[src/rtl/req_tracker.sv]
module req_tracker #(
  parameter int ADDR_W     = 16,
  parameter int LINE_BYTES = 16,
  parameter int LEN_W      = 5,
  parameter int RD_ENT     = 4,
  parameter int WR_ENT     = 4,
  parameter int MAX_OUT    = 6,
  parameter int THRESH     = 64,
  parameter int ID_W       = 8,
  parameter int TIME_W     = 16
) (
  input  logic                                  clk,
  input  logic                                  rst_n,
  input  logic                                  req_valid,
  input  logic [2:0]                            req_type,
  input  logic [ADDR_W-1:0]                     req_addr,
  input  logic [LEN_W-1:0]                      req_len,
  input  logic [1:0]                            req_mode,
  output logic                                  req_ready,
  output logic [ID_W-1:0]                       req_id,
  output logic                                  iss_valid,
  output logic [1:0]                            iss_cmd,
  output logic [ADDR_W-$clog2(LINE_BYTES)-1:0]  iss_line,
  output logic [$clog2(LINE_BYTES)-1:0]         iss_off,
  output logic [LEN_W-1:0]                      iss_len,
  output logic                                  iss_super,
  input  logic                                  cpl_valid,
  input  logic                                  cpl_write,
  input  logic [ADDR_W-$clog2(LINE_BYTES)-1:0]  cpl_line,
  output logic                                  rsp_valid,
  output logic [ID_W-1:0]                       rsp_id,
  output logic [TIME_W-1:0]                     rsp_latency,
  output logic                                  rsp_atomic_ok,
  output logic                                  cpl_unmatched,
  output logic                                  deadlock
);
  localparam int OFF_W  = $clog2(LINE_BYTES);
  localparam int LINE_W = ADDR_W - OFF_W;
  localparam int OCC_W  = $clog2(RD_ENT + WR_ENT + 1);
  localparam int RD_IW  = (RD_ENT > 1) ? $clog2(RD_ENT) : 1;
  localparam int WR_IW  = (WR_ENT > 1) ? $clog2(WR_ENT) : 1;
  localparam int SUM_W  = ((OFF_W > LEN_W) ? OFF_W : LEN_W) + 1;
  localparam int WD_W   = $clog2(THRESH + 1);
  localparam logic [OCC_W-1:0]  CAP    = OCC_W'(MAX_OUT);
  localparam logic [TIME_W-1:0] AGE_MAX = TIME_W'(THRESH);
  localparam logic [WD_W-1:0]   WD_END = WD_W'(THRESH);

  logic [RD_ENT-1:0] rd_v;
  logic [LINE_W-1:0] rd_line [RD_ENT];
  logic [ID_W-1:0]   rd_id   [RD_ENT];
  logic [TIME_W-1:0] rd_t    [RD_ENT];
  logic [WR_ENT-1:0] wr_v;
  logic [LINE_W-1:0] wr_line [WR_ENT];
  logic [ID_W-1:0]   wr_id   [WR_ENT];
  logic [TIME_W-1:0] wr_t    [WR_ENT];
  logic [WR_ENT-1:0] wr_ard, wr_awr;

  logic [TIME_W-1:0] now_q;
  logic [ID_W-1:0]   id_q;
  logic [OCC_W-1:0]  occ_q, occ_nx;
  logic              res_v;
  logic [LINE_W-1:0] res_line;
  logic              wd_arm;
  logic [WD_W-1:0]   wd_cnt;
  logic              dl_q;

  wire [OFF_W-1:0]  req_o  = req_addr[OFF_W-1:0];
  wire [LINE_W-1:0] req_ln = req_addr[ADDR_W-1:OFF_W];
  wire to_wr   = (req_type == 3'd2) || (req_type == 3'd3) || (req_type == 3'd4);
  wire type_ok = req_type <= 3'd4;
  wire mode_ok = req_mode != 2'd3;
  wire [SUM_W-1:0] span = SUM_W'(req_o) + SUM_W'(req_len);
  wire len_ok  = (req_len != '0) && (span <= SUM_W'(LINE_BYTES));

  logic [RD_ENT-1:0] rd_hit, rd_m, rd_old;
  logic [WR_ENT-1:0] wr_hit, wr_m, wr_old;

  for (genvar i = 0; i < RD_ENT; i++) begin : g_rd
    assign rd_hit[i] = rd_v[i] && (rd_line[i] == req_ln);
    assign rd_m[i]   = rd_v[i] && !cpl_write && (rd_line[i] == cpl_line);
    assign rd_old[i] = rd_v[i] && ((now_q - rd_t[i]) >= AGE_MAX);
  end
  for (genvar i = 0; i < WR_ENT; i++) begin : g_wr
    assign wr_hit[i] = wr_v[i] && (wr_line[i] == req_ln);
    assign wr_m[i]   = wr_v[i] && cpl_write && (wr_line[i] == cpl_line);
    assign wr_old[i] = wr_v[i] && ((now_q - wr_t[i]) >= AGE_MAX);
  end

  logic [RD_IW-1:0] rd_free;
  logic [WR_IW-1:0] wr_free;
  logic             rd_full, wr_full;

  always_comb begin
    rd_free = '0;
    rd_full = 1'b1;
    for (int i = RD_ENT - 1; i >= 0; i--)
      if (!rd_v[i]) begin
        rd_free = RD_IW'(i);
        rd_full = 1'b0;
      end
    wr_free = '0;
    wr_full = 1'b1;
    for (int i = WR_ENT - 1; i >= 0; i--)
      if (!wr_v[i]) begin
        wr_free = WR_IW'(i);
        wr_full = 1'b0;
      end
  end

  wire busy = (|rd_hit) || (|wr_hit);
  wire room = to_wr ? !wr_full : !rd_full;
  assign req_ready = type_ok && mode_ok && len_ok && !busy && room && (occ_q < CAP);
  wire accept = req_valid && req_ready;

  assign req_id    = id_q;
  assign iss_valid = accept;
  assign iss_line  = req_ln;
  assign iss_off   = req_o;
  assign iss_len   = req_len;
  assign iss_super = req_mode == 2'd1;
  always_comb begin
    case (req_type)
      3'd0:    iss_cmd = 2'd0;
      3'd1:    iss_cmd = 2'd1;
      3'd2:    iss_cmd = 2'd2;
      default: iss_cmd = 2'd3;
    endcase
  end

  logic [ID_W-1:0]   sel_id;
  logic [TIME_W-1:0] sel_t;
  logic              sel_ard, sel_awr;

  always_comb begin
    sel_id  = '0;
    sel_t   = '0;
    sel_ard = 1'b0;
    sel_awr = 1'b0;
    for (int i = 0; i < RD_ENT; i++)
      if (rd_m[i]) begin
        sel_id = rd_id[i];
        sel_t  = rd_t[i];
      end
    for (int i = 0; i < WR_ENT; i++)
      if (wr_m[i]) begin
        sel_id  = wr_id[i];
        sel_t   = wr_t[i];
        sel_ard = wr_ard[i];
        sel_awr = wr_awr[i];
      end
  end

  wire matched = (|rd_m) || (|wr_m);
  wire retire  = cpl_valid && matched;
  wire res_hit = res_v && (res_line == cpl_line);

  assign rsp_valid     = retire;
  assign rsp_id        = sel_id;
  assign rsp_latency   = now_q - sel_t;
  assign rsp_atomic_ok = retire && sel_awr && res_hit;
  assign cpl_unmatched = cpl_valid && !matched;
  assign deadlock      = dl_q;

  assign occ_nx = occ_q + OCC_W'(accept) - OCC_W'(retire);

  always_ff @(posedge clk) begin
    if (!rst_n) begin
      rd_v   <= '0;
      wr_v   <= '0;
      wr_ard <= '0;
      wr_awr <= '0;
      for (int i = 0; i < RD_ENT; i++) begin
        rd_line[i] <= '0;
        rd_id[i]   <= '0;
        rd_t[i]    <= '0;
      end
      for (int i = 0; i < WR_ENT; i++) begin
        wr_line[i] <= '0;
        wr_id[i]   <= '0;
        wr_t[i]    <= '0;
      end
      now_q    <= '0;
      id_q     <= '0;
      occ_q    <= '0;
      res_v    <= 1'b0;
      res_line <= '0;
      wd_arm   <= 1'b0;
      wd_cnt   <= '0;
      dl_q     <= 1'b0;
    end else begin
      now_q <= now_q + 1'b1;
      occ_q <= occ_nx;

      if (retire) begin
        rd_v <= rd_v & ~rd_m;
        wr_v <= wr_v & ~wr_m;
        if (sel_ard) begin
          res_v    <= 1'b1;
          res_line <= cpl_line;
        end else if (sel_awr && res_hit) begin
          res_v <= 1'b0;
        end
      end

      if (accept) begin
        id_q <= id_q + 1'b1;
        if (to_wr) begin
          wr_v[wr_free]    <= 1'b1;
          wr_line[wr_free] <= req_ln;
          wr_id[wr_free]   <= id_q;
          wr_t[wr_free]    <= now_q;
          wr_ard[wr_free]  <= req_type == 3'd3;
          wr_awr[wr_free]  <= req_type == 3'd4;
        end else begin
          rd_v[rd_free]    <= 1'b1;
          rd_line[rd_free] <= req_ln;
          rd_id[rd_free]   <= id_q;
          rd_t[rd_free]    <= now_q;
        end
      end

      if (!wd_arm) begin
        if (accept) begin
          wd_arm <= 1'b1;
          wd_cnt <= WD_W'(1);
        end
      end else if (wd_cnt == WD_END) begin
        if ((|rd_old) || (|wr_old)) dl_q <= 1'b1;
        if (occ_nx != '0) wd_cnt <= WD_W'(1);
        else              wd_arm <= 1'b0;
      end else begin
        wd_cnt <= wd_cnt + 1'b1;
      end
    end
  end
endmodule

[config.mk]
export PLATFORM = sky130hd
export DESIGN_NAME = req_tracker
export DESIGN_NICKNAME = d
export VERILOG_FILES = /design/src/rtl/req_tracker.sv
export SDC_FILE = /design/constraint.sdc
export NUM_CORES = 1
export LEC_CHECK = 0
export CAP_MARGIN = 20
export CORE_AREA = 2 2 266 268
export DETAILED_ROUTE_END_ITERATION = 16
export DIE_AREA = 0 0 268 270
export DONT_BUFFER_PORTS = 1
export PLACE_DENSITY = 0.49
export SLEW_MARGIN = 20
export SYNTH_ARGS = -nofsm -noshare
export SYNTH_HDL_FRONTEND = slang
export SYNTH_SLANG_ARGS = --single-unit
[constraint.sdc]
create_clock -name clk -period 8.83 [get_ports clk]
set_input_delay 1.3245 -clock clk [delete_from_list [all_inputs] [get_ports clk]]
set_output_delay 1.3245 -clock clk [all_outputs]
set_load 0.03 [all_outputs]
[Yosys cells after proc, flatten, opt, wreduce, memory -nomap -nowiden]
Memories as Yosys holds them, arrays and structs flattened.
Cells that the tools add are included.
Word-level totals
  output and inout bits: 62
  logic and storage cells: 251
  memories: 6
  flip-flop bits (word level): 66
  bits in writable memories: 288
  input bits: 43
Memory list
  rd_t: depth 4, width 16, rd ports 4, clocked after memory_dff 0, wr ports 4, RTL line 51  | logic [TIME_W-1:0] rd_t [RD_ENT];
  wr_t: depth 4, width 16, rd ports 4, clocked after memory_dff 0, wr ports 4, RTL line 55  | logic [TIME_W-1:0] wr_t [WR_ENT];
  rd_line: depth 4, width 12, rd ports 4, clocked after memory_dff 0, wr ports 4, RTL line 49  | logic [LINE_W-1:0] rd_line [RD_ENT];
  wr_line: depth 4, width 12, rd ports 4, clocked after memory_dff 0, wr ports 4, RTL line 53  | logic [LINE_W-1:0] wr_line [WR_ENT];
  rd_id: depth 4, width 8, rd ports 4, clocked after memory_dff 0, wr ports 4, RTL line 50  | logic [ID_W-1:0] rd_id [RD_ENT];
  wr_id: depth 4, width 8, rd ports 4, clocked after memory_dff 0, wr ports 4, RTL line 54  | logic [ID_W-1:0] wr_id [WR_ENT];
Cells by class
  $add $sub $neg: 15
  multiplexer cells: 93
  $lt $le $gt $ge: 15
  eq/ne operators: 25
  reductions and logical operators: 79
  bitwise gates (word level): 6
Operator list (count)
  12-bit equality test: 17
  16-bit two-way mux: 10
  16-bit subtractor: 9
  16-bit by 7-bit >= comparator with 1-bit output, second input constant: 8
  8-bit two-way mux: 10
  1-bit logical AND: 47
  1-bit two-way mux: 40
  4-bit two-way mux: 8
  16-bit OR reduction: 2
  2-bit two-way mux: 14
  7-bit two-way mux: 4
  12-bit two-way mux: 2
  12-bit OR reduction: 2
  4-bit OR reduction: 6
  16-bit by 1-bit adder with 16-bit output, second input constant: 1
  8-bit OR reduction: 2
  8-bit by 1-bit adder with 8-bit output, second input constant: 1
  4-bit AND: 2
  4-bit bitwise mux: 2
  4-bit NOT: 2
  4-bit OR: 2
  2-bit AND reduction: 4
  7-bit by 1-bit adder with 7-bit output, second input constant: 1
  7-bit equality test, second input constant: 1
  other kinds (23): 36

[Longest topological paths before layout]
  depth in word-level cells: 15
  depth in mapped cells: 26
  mapped depth without buffers: 23

[Worst setup path after synthesis]
Ideal clock, no wire load.
  kind: input-to-reg
  start: input port req_addr[0]
  end: memory wr_id[2][0], enable pin
  setup slack: 1.131 ns
  path buffers: 0
  data required time: 8.296 ns
  arrival time: 7.165 ns
  library setup time: 0.534 ns
  stages on the path: 9
  path through: ha_1 > fa_1 > xor2_1 > or3_1 > o311ai_1 > a21oi_1 > and4bb_2 > nand2_2 > o41ai_1
RTL lines
  start, declared: RTL line 16  | input logic [ADDR_W-1:0] req_addr,
  end, declared: RTL line 54

[Final worst setup path]
  start: input port cpl_line[8]
  end: output port rsp_latency[14]
On the way
  cells in the longest elaborated chain, start to end: 11
  elaborated cells between the ends (all ways): 25
  those cells by class: add/sub: 1; eq/ne: 8; mux: 8; reduce/logical: 8
RTL lines
  start, declared: RTL line 29  | input logic [ADDR_W-$clog2(LINE_BYTES)-1:0] cpl_line,
  12-bit equality test: RTL line 80  | assign rd_m[i] = rd_v[i] && !cpl_write && (rd_line[i] == cpl_line);
  1-bit logical AND: RTL line 80
  16-bit two-way mux (4 in a row): RTL line 140  | if (rd_m[i]) begin
  16-bit two-way mux (3 in a row): RTL line 145  | if (wr_m[i]) begin
  16-bit two-way mux (*): RTL line 145
  16-bit subtractor (*): RTL line 159  | assign rsp_latency = now_q - sel_t;
  end, declared: RTL line 32  | output logic [TIME_W-1:0] rsp_latency,
Mark *: on every way between the ends. The rest lies on a longest branch, timed or not.

==> impl_metrics.toml <==
[placement]
buffer_ports.inserted = 0
place_inst = 3418
routabilityCongestion = 0.9027
hpwl_um = 57710

[final_layout]
num-nets-final = 2726
instances_no_fill = 3499
area_delta_synth_final_pct = 9.285
antennaDiodeCount = 0
final_layout_size_suffix_gt1_share_pct = 6.487

[synthesis]
synthFlopType = "edfxtp_1"
yosys.area_share.simple_pct = 18.22
postSynthNetCount = 2764
synth_top_cell_by_area = "edfxtp_1"
yosys-mux-area-fraction_pct = 3.815
syn-cell-area_um2 = 24200
synth-seq-area-share_pct = 41.19
ys_types = 89
yosys-top-cells-area = "edfxtp_1 36%, xnor2_1 8.0%, ha_1 7.7%"
synth.top_cell.area_share_pct = 35.73
netlist_top_cells_count = "301 x nor2_1, 288 x edfxtp_1, 238 x inv_1, 222 x xnor2_1, 192 x nand2_1"
synthesis.instances = 2562
share_of_synthesized_registers_carrying_an_async_set_or_reset_pct = 0
synth-xor-area-share_pct = 10.05
synthMostInstantiatedCell = "nor2_1"
synth_enable_flop_cells = 288
avgSynthCellArea_um2 = 9.447
synth-seq-cells = 354
synth_top_family_by_area = "simple AND/OR/NAND/NOR gates"
synth_compound_gate_area_share_pct = 11.57
ys_warn_count = 0
yosys.area_share.adder_pct = 8.561

[drt]
drc = 0
drt_iter0_markers = 1438
viasPerCell = 5.371
detail_route.wl_per_cell_um = 22.57
vias = 18790
drt-pass1-iter-count = 5
antenna_violating_nets_post_route = 0
routed_wl_um = 78990

[cts]
cts-buffers-inserted = 44
post_cts_setup_buffers = 0
clkLatencyLatePin_ns = 0.59
cts-htree-levels = 2
clock_sinks = 354
cts_tree = "done"
cts_root_buffer = "clkbuf_16"
clk_pin_slew_ns = 0.05
cts_buffer_depth = 3
cts-resized-gates = 0
post_cts_hold_buffer_count = 0

[timing]
finalMaxSlewViolations = 0
setup_total_negative_slack_ns = 0
timing.final.crit_period_ns = 7.854
worst-slew-pin-transition_ns = 1.074
layout_worst_path_cycle_share_pct = 88.95
max_clock_freq_mhz = 127.3
rsz_0062_raised_after_global_routing = "false"
hold_viol = 0
setup-violations-final = 0
timing.clock.skew_ns = 0.01523
max_slew_margin_pct = 28.38

[grt]
first_pass_grt_wire_length_um = 118500
antenna_found_initial = 3
total_gr_overflow = 0
pin_count_of_the_biggest_net_entering_global_routing = 44
global_route.usage.total_pct = 21.64
via_count_of_the_first_global_routing_pass = 18500

[floorplan]
start_util_pct = 34.80
dieArea_um2 = 72360
die-height_um = 270
die_x_um = 268
ios = 105
std_cell_rows = 97
core-area_um2 = 69540

[min_path]
worst_min_delay_path_class = "flop to flop"

[power]
power.sequential.fraction_pct = 47.4
power_frac_clock_pct = 43.5
leakagePower_uw = 0.01069
swShare_pct = 25.22
p_sw_uw = 1017
cell_internal_pwr_uw = 3016
share_comb_of_total_power_pct = 9.1
max-vdd-ir-drop_uv = 126.9
power_density_nw_per_um2 = 152.5

[worst_setup_path]
start_kind = "primary input"
path_max_fanout = 10
timing_worst_setup_path_type = "primary input to output port"
worst_endpoint_required_time_ns = 7.51
endpoint_kind = "output port"
worst_ep_arrival_time_ns = 6.53

[outcome]
run_status = "finished, final reports clean"

[flow_run]
max_cap_violations = 0
## registers in the layout (all words and copies together), names as in the netlist, 7 cells and up
signal / cells
wr_t: 64
rd_id: 32
res_line: 12
wr_line: 48
rd_t: 64
now_q: 16
rd_line: 48
wr_id: 32
req_id: 8
wd_cnt: 7
## path summary, 6_finish.rpt
path / startpoint / to / slack, ns / depth (start not counted)
max: cpl_line[8] / rsp_latency[14] / 0.98 / 23
min: wr_awr[2] / wr_awr[2] / 0.47 / 2
max reg2reg: rd_line[3][11] / wd_cnt[5] / 3.73 / 19
min reg2reg: wr_awr[2] / wr_awr[2] / 0.47 / 2
## cell families after synthesis
kind of cell	Yosys count
xor+xnor	277
compound gates	419
mux	89
flops	354
fa+ha+maj	159
buf+inv	367
simple gates	897
## per-layer routing
metal / GRT usage, % / routed length, um / vias up
met3: 3.118 / 3975 / 138
li1: - / - / 8873
met4: 6.307 / 2215 / 0
met5: 0 / 0 / -
met1: 28.65 / 34830 / 9254
met2: 36.51 / 37970 / 527
## through the flow
step / total power [uW] / util [%] / instance area [um2] / setup slack, ns / hold slack, ns
6_report: 4033 / 38.03 / 26450 / 0.9755 / 0.4729
2_1_floorplan: 2242 / - / 24200 / 1.131 / 0.4453
4_1_cts: 4071 / 38.03 / 26450 / 1.060 / 0.4807
5_1_grt: 4176 / 38.03 / 26450 / 0.4987 / 0.5093
3_5_place_dp: 2311 / 36.07 / 25080 / 1.093 / 0.4688
3_3_place_gp: 2305 / 36.07 / 25080 / 1.194 / 0.4631
## power groups by stage
stage | logic (uW) | clock network (uW) | registers (uW)
6_report | 367 | 1760 | 1910
5_1_grt | 404 | 1860 | 1910
4_1_cts | 369 | 1790 | 1910
3_5_place_dp | 367 | 0 | 1940
3_3_place_gp | 360 | 0 | 1940
2_1_floorplan | 320 | 0 | 1920
## worst max-delay path, cell delays in order
cell and delay [ns]:
xnor2_1 0.15, nand4_1 0.16, nor4_4 0.71, nand3b_1 0.14, a21oi_1 0.18, a21o_1 0.10, mux2i_1 0.09, a31oi_1 0.21
mux2i_1 0.10, a21oi_1 0.18, ha_1 0.17, inv_1 0.07, fa_1 0.41, a21o_1 0.20, a21oi_1 0.28, o21bai_1 0.10
a21oi_1 0.32, nor2b_1 0.09, o21a_1 0.20, o31a_1 0.26, o41ai_1 0.60, nand3_1 0.15, o311ai_1 0.33
## layout make-up
class / instances / area [um2]
clock inverter: 15 / 153.9
timing repair buffer: 44 / 330.3
fill: 6967 / 43090
clock buffer: 66 / 1214
inverter: 239 / 897.1
tap: 940 / 1176
multi-input combinational: 1841 / 12710
sequential: 354 / 9970
## placed cells by master (no fill, tap or decap), types with 8 or more instances in the layout
cell and count:
a211oi_1 15, a21o_1 41, a21oi_1 120, a31oi_1 24
and2_1 89, and3_1 18, buf_4 44, clkbuf_1 19
clkbuf_16 44, dfxtp_1 66, edfxtp_1 288, fa_1 11
ha_1 148, inv_1 238, mux2_2 16, mux2i_1 72
nand2_1 191, nand2b_1 19, nand3_1 53, nand3b_1 27
nand4_1 51, nor2_1 301, nor2b_1 24, nor3_1 39
nor4_1 22, o2111ai_1 9, o211ai_1 14, o21a_1 18
o21ai_0 69, o21bai_1 10, o31a_1 9, o31ai_1 9
o41ai_1 8, or2_2 8, or4_1 9, xnor2_1 222
xor2_1 54
(Power assumes the default switching activity.)
